**config.mk**
```make
export PLATFORM = sky130hd
export DESIGN_NAME = gei_irq_unit
export DESIGN_NICKNAME = d
export VERILOG_FILES = /design/src/rtl/gei_pkg.sv /design/src/rtl/gei_edge_detect.sv /design/src/rtl/gei_sense_decode.sv /design/src/rtl/gei_irq_unit.sv
export SDC_FILE = /design/constraint.sdc
export NUM_CORES = 1
export LEC_CHECK = 0
export ABC_AREA = 1
export ABC_CLOCK_PERIOD_IN_PS = 1120
export BUFFER_PORTS_ARGS = -buffer_cell sky130_fd_sc_hd__buf_4
export CORE_ASPECT_RATIO = 1.1
export CORE_UTILIZATION = 56
export CTS_CLUSTER_DIAMETER = 40
export DETAILED_ROUTE_END_ITERATION = 6
export PLACE_DENSITY = 0.91
export SYNTH_ARGS = -nofsm -noshare
export SYNTH_HDL_FRONTEND = slang
export SYNTH_SLANG_ARGS = --single-unit
```
**constraint.sdc**
```tcl
create_clock -name clk -period 1.12 [get_ports clk]
set_input_delay 0.112 -clock clk [delete_from_list [all_inputs] [get_ports clk]]
set_output_delay 0.112 -clock clk [all_outputs]
set_load 0.1 [all_outputs]
```
**src/rtl/gei_pkg.sv**
```systemverilog
package gei_pkg;
    localparam int GEI_W    = 32;
    localparam int GEI_HALF = GEI_W / 2;

    localparam int OFS_EVT = 12;
    localparam int OFS_MSK = 16;
    localparam int OFS_CT0 = 20;
    localparam int OFS_CT1 = 24;

    typedef struct packed {
        logic [GEI_W-1:0] evt;
        logic [GEI_W-1:0] msk;
        logic [GEI_W-1:0] ct0;
        logic [GEI_W-1:0] ct1;
    } gei_regs_t;
endpackage

```
**src/rtl/gei_edge_detect.sv**
```systemverilog
module gei_edge_detect #(
    parameter int W = 32
) (
    input  logic         clk,
    input  logic         rst_n,
    input  logic [W-1:0] line_i,
    output logic [W-1:0] rise_o,
    output logic [W-1:0] fall_o
);
    typedef struct packed {
        logic [W-1:0] prev;
        logic         armed;
    } ed_state_t;

    ed_state_t st_d, st_q;

    always_comb begin
        st_d       = st_q;
        st_d.prev  = line_i;
        st_d.armed = 1'b1;
        if (st_q.armed) begin
            rise_o = line_i & ~st_q.prev;
            fall_o = ~line_i & st_q.prev;
        end else begin
            rise_o = '0;
            fall_o = '0;
        end
    end

    always_ff @(posedge clk) begin
        if (!rst_n) st_q <= '0;
        else        st_q <= st_d;
    end
endmodule

```
**src/rtl/gei_sense_decode.sv**
```systemverilog
module gei_sense_decode #(
    parameter int W    = 32,
    parameter bit DUAL = 1'b0
) (
    input  logic [W-1:0] ct0_i,
    input  logic [W-1:0] ct1_i,
    output logic [W-1:0] rise_en_o,
    output logic [W-1:0] fall_en_o
);
    localparam int HALF = W / 2;

    if (DUAL) begin : g_two_bit
        for (genvar n = 0; n < W; n++) begin : g_line
            localparam int SH = (HALF - 1 - (n % HALF)) * 2;
            logic [1:0] fld;
            assign fld          = (n < HALF) ? ct0_i[SH +: 2] : ct1_i[SH +: 2];
            assign rise_en_o[n] = (fld == 2'd1) || (fld == 2'd0);
            assign fall_en_o[n] = (fld == 2'd2) || (fld == 2'd0);
        end
    end else begin : g_one_bit
        logic ct1_unused;
        assign ct1_unused = ^ct1_i;
        for (genvar n = 0; n < W; n++) begin : g_line
            assign fall_en_o[n] = 1'b1;
            assign rise_en_o[n] = ~ct0_i[W - 1 - n];
        end
    end
endmodule

```
**src/rtl/gei_irq_unit.sv**
```systemverilog
module gei_irq_unit
    import gei_pkg::*;
#(
    parameter int ADDR_W     = 8,
    parameter bit DUAL_SENSE = 1'b0
) (
    input  logic              clk,
    input  logic              rst_n,
    input  logic [GEI_W-1:0]  line_i,
    input  logic              bus_we,
    input  logic [ADDR_W-1:0] bus_addr,
    input  logic [GEI_W-1:0]  bus_wdata,
    output logic [GEI_W-1:0]  bus_rdata,
    output logic              irq_o
);
    localparam logic [ADDR_W-1:0] A_EVT = ADDR_W'(OFS_EVT);
    localparam logic [ADDR_W-1:0] A_MSK = ADDR_W'(OFS_MSK);
    localparam logic [ADDR_W-1:0] A_CT0 = ADDR_W'(OFS_CT0);
    localparam logic [ADDR_W-1:0] A_CT1 = ADDR_W'(OFS_CT1);

    gei_regs_t regs_d, regs_q;

    logic [GEI_W-1:0] rise, fall, rise_en, fall_en;
    logic [GEI_W-1:0] hit_bus;
    logic [GEI_W-1:0] clr_vec;

    gei_edge_detect #(.W(GEI_W)) u_edge (
        .clk    (clk),
        .rst_n  (rst_n),
        .line_i (line_i),
        .rise_o (rise),
        .fall_o (fall)
    );

    gei_sense_decode #(.W(GEI_W), .DUAL(DUAL_SENSE)) u_sense (
        .ct0_i     (regs_q.ct0),
        .ct1_i     (regs_q.ct1),
        .rise_en_o (rise_en),
        .fall_en_o (fall_en)
    );

    // line n lands on event bit W-1-n
    for (genvar n = 0; n < GEI_W; n++) begin : g_map
        assign hit_bus[GEI_W - 1 - n] = (rise[n] & rise_en[n]) | (fall[n] & fall_en[n]);
    end

    always_comb begin
        regs_d  = regs_q;
        clr_vec = (bus_we && bus_addr == A_EVT) ? bus_wdata : '0;
        // a fresh edge overrides a clear of the same bit
        regs_d.evt = (regs_q.evt & ~clr_vec) | hit_bus;
        if (bus_we) begin
            case (bus_addr)
                A_MSK: regs_d.msk = bus_wdata;
                A_CT0: regs_d.ct0 = bus_wdata;
                A_CT1: if (DUAL_SENSE) regs_d.ct1 = bus_wdata;
                default: ;
            endcase
        end
    end

    always_ff @(posedge clk) begin
        if (!rst_n) regs_q <= '0;
        else        regs_q <= regs_d;
    end

    always_comb begin
        case (bus_addr)
            A_EVT:   bus_rdata = regs_q.evt;
            A_MSK:   bus_rdata = regs_q.msk;
            A_CT0:   bus_rdata = regs_q.ct0;
            A_CT1:   bus_rdata = DUAL_SENSE ? regs_q.ct1 : '0;
            default: bus_rdata = '0;
        endcase
    end

    assign irq_o = |(regs_q.evt & regs_q.msk);

    // an event that was not cleared survives
    a_r4_sticky: assert property (@(posedge clk) disable iff (!rst_n)
        ((regs_q.evt & ~clr_vec) != '0) |=>
            ((regs_q.evt & $past(regs_q.evt & ~clr_vec)) == $past(regs_q.evt & ~clr_vec)));

    // a detected edge sets its bit, even under a clear
    a_r5_edge_sets: assert property (@(posedge clk) disable iff (!rst_n)
        (hit_bus != '0) |=> ((regs_q.evt & $past(hit_bus)) == $past(hit_bus)));

    // no event bit appears without a detected edge
    a_r2_no_spurious: assert property (@(posedge clk) disable iff (!rst_n)
        1'b1 |=> ((regs_q.evt & ~$past(regs_q.evt) & ~$past(hit_bus)) == '0));

    // zeroing the mask silences the request
    a_r6_mask_off_quiet: assert property (@(posedge clk) disable iff (!rst_n)
        (bus_we && bus_addr == A_MSK && bus_wdata == '0) |=> !irq_o);
endmodule

```
==> results of run 1 <==
cells by family after synthesis:
| logic type | count (synthesis) | share of synthesized area |
|---|---|---|
| AND/OR/NAND/NOR | 477 | 0.349 |
| buffers and inverters | 117 | 0.0881 |
| AO/OA/AOI/OAI | 128 | 0.123 |
| flip-flops | 129 | 0.440 |
per-layer routing:
layer | GRT overflow | GRT usage
met5 | 0 | 0.0962
met2 | 365 | 1.16
met1 | 2 | 0.820
met4 | 162 | 1.12
met3 | 6 | 0.625
through the flow:
stage,area (um^2),std cells,hold WS [ns]
2_1_floorplan,5890,851,0.140
3_5_place_dp,7280,1124,0.311
4_1_cts,9160,1234,0.0893
3_3_place_gp,7280,1124,0.307
repair_timing:
action	in CTS
gates cloned	2
gates resized for setup	171
hold buffers	65
setup buffers	11
pin swaps	36
endpoints found under the setup margin	33
hold endpoints to repair	128
==> impl_metrics.yaml, run 1 <==
run_status:
  status: "stopped before the end"
  firstError: "[ERROR GRT-0232] Routing congestion too high. Check the congestion heatmap in the GUI."
  lastStage: "global routing"
clocking:
  clock_sinks: 129
  clock_path_buffers: 2
  cts_buffers: 17
  cts-htree-levels: 4
  clockRootBuffer: "sky130_fd_sc_hd__clkbuf_8"
grt:
  globalRouteTotalUtil: 0.890
  grt_overflow_total: 535
  grt_max_degree: 41
logic_synthesis:
  yosysTopAreaCellShare: 0.440
  share_of_synthesized_registers_carrying_an_async_set_or_reset: 0
  synth-warning-count: 0
  synth.cell_area_um2: 5870
  synth_sequential_area_ratio: 0.440
  synth.most_common_cell: "sky130_fd_sc_hd__nand2_1"
  synth.distinct_cells: 18
  avgSynthCellArea_um2: 6.89
  synth_top_cells_by_area: "sky130_fd_sc_hd__dfxtp_1 (44%), sky130_fd_sc_hd__nand2_1 (19%), sky130_fd_sc_hd__a21oi_1 (8.2%)"
  mappedNetlistNets: 926
  synth_seq_cells: 129
  yosysTopAreaCell: "sky130_fd_sc_hd__dfxtp_1"
  netlist_instances: 851
  post_synth_most_frequent_cells: "sky130_fd_sc_hd__nand2_1 (296), sky130_fd_sc_hd__dfxtp_1 (129), sky130_fd_sc_hd__a21oi_1 (96)"
  postSynth.topFlopCell: "sky130_fd_sc_hd__dfxtp_1"
  synth_enable_flop_cells: 0
floorplanning:
  core.rowCount: 38
  ios: 108
  floorplan.initialDensity: 0.585
  die_height_um: 109
  die_width_um: 99.6
placement:
  count_of_buffers_inserted_at_the_top_level_ports: 107
  place_hpwl_um: 11200
  gp_routability_congestion: 0.849
  placement.setup.worst_slack_ns: -0.548
timing:
  worst_endpoint_kind: "output port"
  worst_endpoint: "irq_o"
==> inputs of run 2 (changes only) <==
- CORE_ASPECT_RATIO: 1.1 -> unset
- CORE_UTILIZATION: 56 -> 40
- CTS_CLUSTER_DIAMETER: 40 -> unset
- PLACE_DENSITY: 0.91 -> unset
- PLACE_DENSITY_LB_ADDON: unset -> 0.15
==> run 2 against run 1 <==
  * The flow now finishes, with violations (setup timing)
  * Synthesized area did not move
  * Synthesized cell count unchanged
==> impl_metrics.yaml, run 2 <==
routing:
  dr_total_vias: 6334
  vias_per_cell: 4.93
  drt.antenna.violating_nets: 0
  wire_per_inst_um: 14.6
  drtPass1Iterations: 5
  detail_route.wirelength_um: 18700
  drc: 0
  drt_iter0_drc: 433
job:
  timing.max_cap.violations: 0
worst_setup_path:
  worstPathRequired_ns: 1.01
  critical_path.max_stage_delay_ns: 0.33
  timing.critical_path.from_type: "flop"
  crit_path_cell_trace: "nand2_4, nand4_1, nor2_2, nand4_1, buf_12"
  critical_path_peak_fanout: 2
  reg2regPathDepth: 3
  crit_top_cell: "sky130_fd_sc_hd__nand4_1"
  critical_path_class: "flop to output port"
  critPathCaptureType: "output port"
  critPathSlowestCell: "sky130_fd_sc_hd__dfxtp_2"
  critical_path_arrival_ns: 1.50
floorplanning:
  ios: 108
  core.rowCount: 43
  die_height_um: 123
  die_width_um: 123
  fp.coreArea_um2: 14100
  die-area_um2: 15200
  floorplan.initialDensity: 0.416
grt:
  antenna_found_initial: 0
  grt_pass1_wl_um: 28100
  via_count_of_the_first_global_routing_pass: 5917
  grt_max_degree: 48
  grt_overflow_total: 0
  globalRouteTotalUtil: 0.241
timing:
  worst_case_hold_slack_ns: 0.112
  fin_crit_sh: 1.44
  report.final.setup_viol: 45
  finalClockSkew_ns: 0.00290
  max_slew.worst_pin.slew_ns: 0.298
  finalWorstSetupSlack_ns: -0.490
  finalSetupTns_ns: -14.08
  max_clock_freq_mhz: 621
  report.final.slew_viol_count: 0
  max_slew_margin_vs_limit: 0.800
  grt_setup_unrepaired: "true"
  timing.final.crit_period_ns: 1.61
  hold_viol: 0
logic_synthesis:
  synth_sequential_area_ratio: 0.440
  synth.distinct_cells: 18
  synth.cell_area_um2: 5870
  yosysTopAreaCell: "sky130_fd_sc_hd__dfxtp_1"
  synth_top_cells_by_area: "sky130_fd_sc_hd__dfxtp_1 (44%), sky130_fd_sc_hd__nand2_1 (19%), sky130_fd_sc_hd__a21oi_1 (8.2%)"
  netlist_instances: 851
  synth.most_common_cell: "sky130_fd_sc_hd__nand2_1"
  avgSynthCellArea_um2: 6.89
  mappedNetlistNets: 926
  share_of_synthesized_registers_carrying_an_async_set_or_reset: 0
  postSynth.topFlopCell: "sky130_fd_sc_hd__dfxtp_1"
  yosysTopAreaCellShare: 0.440
  post_synth_most_frequent_cells: "sky130_fd_sc_hd__nand2_1 (296), sky130_fd_sc_hd__dfxtp_1 (129), sky130_fd_sc_hd__a21oi_1 (96)"
  synth_seq_cells: 129
  synth_enable_flop_cells: 0
  synth-warning-count: 0
clocking:
  clockRootBuffer: "sky130_fd_sc_hd__clkbuf_16"
  path_clk_slew_ns: 0.05
  cts_buffers: 17
  tritoncts_clock_tree: "yes"
  clock_insertion_delay_at_the_later_pin_of_the_skew_report_ns: 0.42
  clock_sinks: 129
  cts-htree-levels: 4
  clock_path_buffers: 2
run_status:
  failed_checks: "setup timing"
  status: "finished with violations"
final_layout:
  largest_register_ffs: 96
  layout-drive-gt1-share: 0.252
  area_delta_synth_final_pct: 58.6
  biggestRegsByFlops: "regs_q: 96 flops, u_edge.st_q: 33 flops"
  nets: 1170
  max_flop_register: "regs_q"
  mostFrequentLayoutCells: "sky130_fd_sc_hd__nand2_1 (266), sky130_fd_sc_hd__buf_4 (141), sky130_fd_sc_hd__dfxtp_1 (126)"
  num_antenna_cells: 0
  fin_cells: 1286
  layout_commonest_cell: "sky130_fd_sc_hd__nand2_1"
power_and_ir_drop:
  ir_worst_vdd_mv: 0.757
  clkPwrFrac: 0.469
  power.share.switching: 0.228
  power-per-cell-area_nw_per_um2: 1210
  power.static_leakage_nw: 4.28
  p_switching_w: 0.00257
  comb_power_share: 0.100
  p_int_w: 0.00869
  share_seq_of_total_power: 0.431
worst_hold_path:
  hold_depth: 2
  min_path_type: "input port to flop"
placement:
  count_of_buffers_inserted_at_the_top_level_ports: 107
  place_hpwl_um: 10900
  gp_routability_congestion: 0.762
  placement.setup.worst_slack_ns: -0.546
  placed_cells: 1170
-- run 2: final cells by class --
type                    count  area [um^2]
flip-flops and latches    129         2590
inverters                  69          262
clock inverters             5         52.6
well taps                 180          225
repair buffers            273         2750
fillers                  1231         4790
clock buffers              25          505
multi-input cells         605         2920
-- run 2: routing by layer --
layer | vias up | track usage | wire [um]
li1 | 3233 | - | -
met1 | 2912 | 0.294 | 8390
met2 | 164 | 0.423 | 9360
met3 | 25 | 0.0466 | 739
met4 | 0 | 0.0821 | 235
met5 | - | 0 | 0
-- run 2: through the flow --
step	util	cell area, um^2	total power [W]
floorplan	-	5890	0.00530
global placement	0.526	7410	0.00583
detailed placement	0.526	7410	0.00584
CTS	0.642	9050	0.0113
global route	0.660	9300	0.0117
finish	0.660	9300	0.0113
-- run 2: power groups by stage --
stage               Clock, W  Combinational (W)  Sequential [W]
global placement           0           0.000895         0.00494
CTS                  0.00535            0.00111         0.00485
detailed placement         0           0.000902         0.00494
finish               0.00528            0.00112         0.00485
floorplan                  0           0.000373         0.00493
global route         0.00560            0.00122         0.00487
-- run 2: worst paths after layout --
path	slack, ns	to	startpoint
setup / recovery	-0.49	irq_o	regs_q[71]
hold reg to reg	0.48	regs_q[125]	regs_q[125]
hold / removal	0.11	u_edge.st_q[0]	rst_n
setup reg to reg	0.16	regs_q[120]	u_edge.st_q[0]
-- run 2: logic make-up after synthesis --
logic type / share of synthesized area
AO/OA/AOI/OAI: 0.123
buffers and inverters: 0.0881
flip-flops: 0.440
AND/OR/NAND/NOR: 0.349
-- run 2: critical path, delay by kind of cell (launching register included) --
kind,cells,cell delay (ns)
simple gates,4,0.54
flops,1,0.33
buf+inv,1,0.21
-- run 2: timing repair --
action                                 in CTS  in global routing
gates cloned                                3                  8
pin swaps                                  41                 18
hold buffers                               64                  0
endpoints found under the hold margin     115                  0
buffers inserted                           10                  4
setup endpoints to repair                  33                 65
resized for setup                          73                 27
No activity file was read; power rests on OpenSTA's default activity.
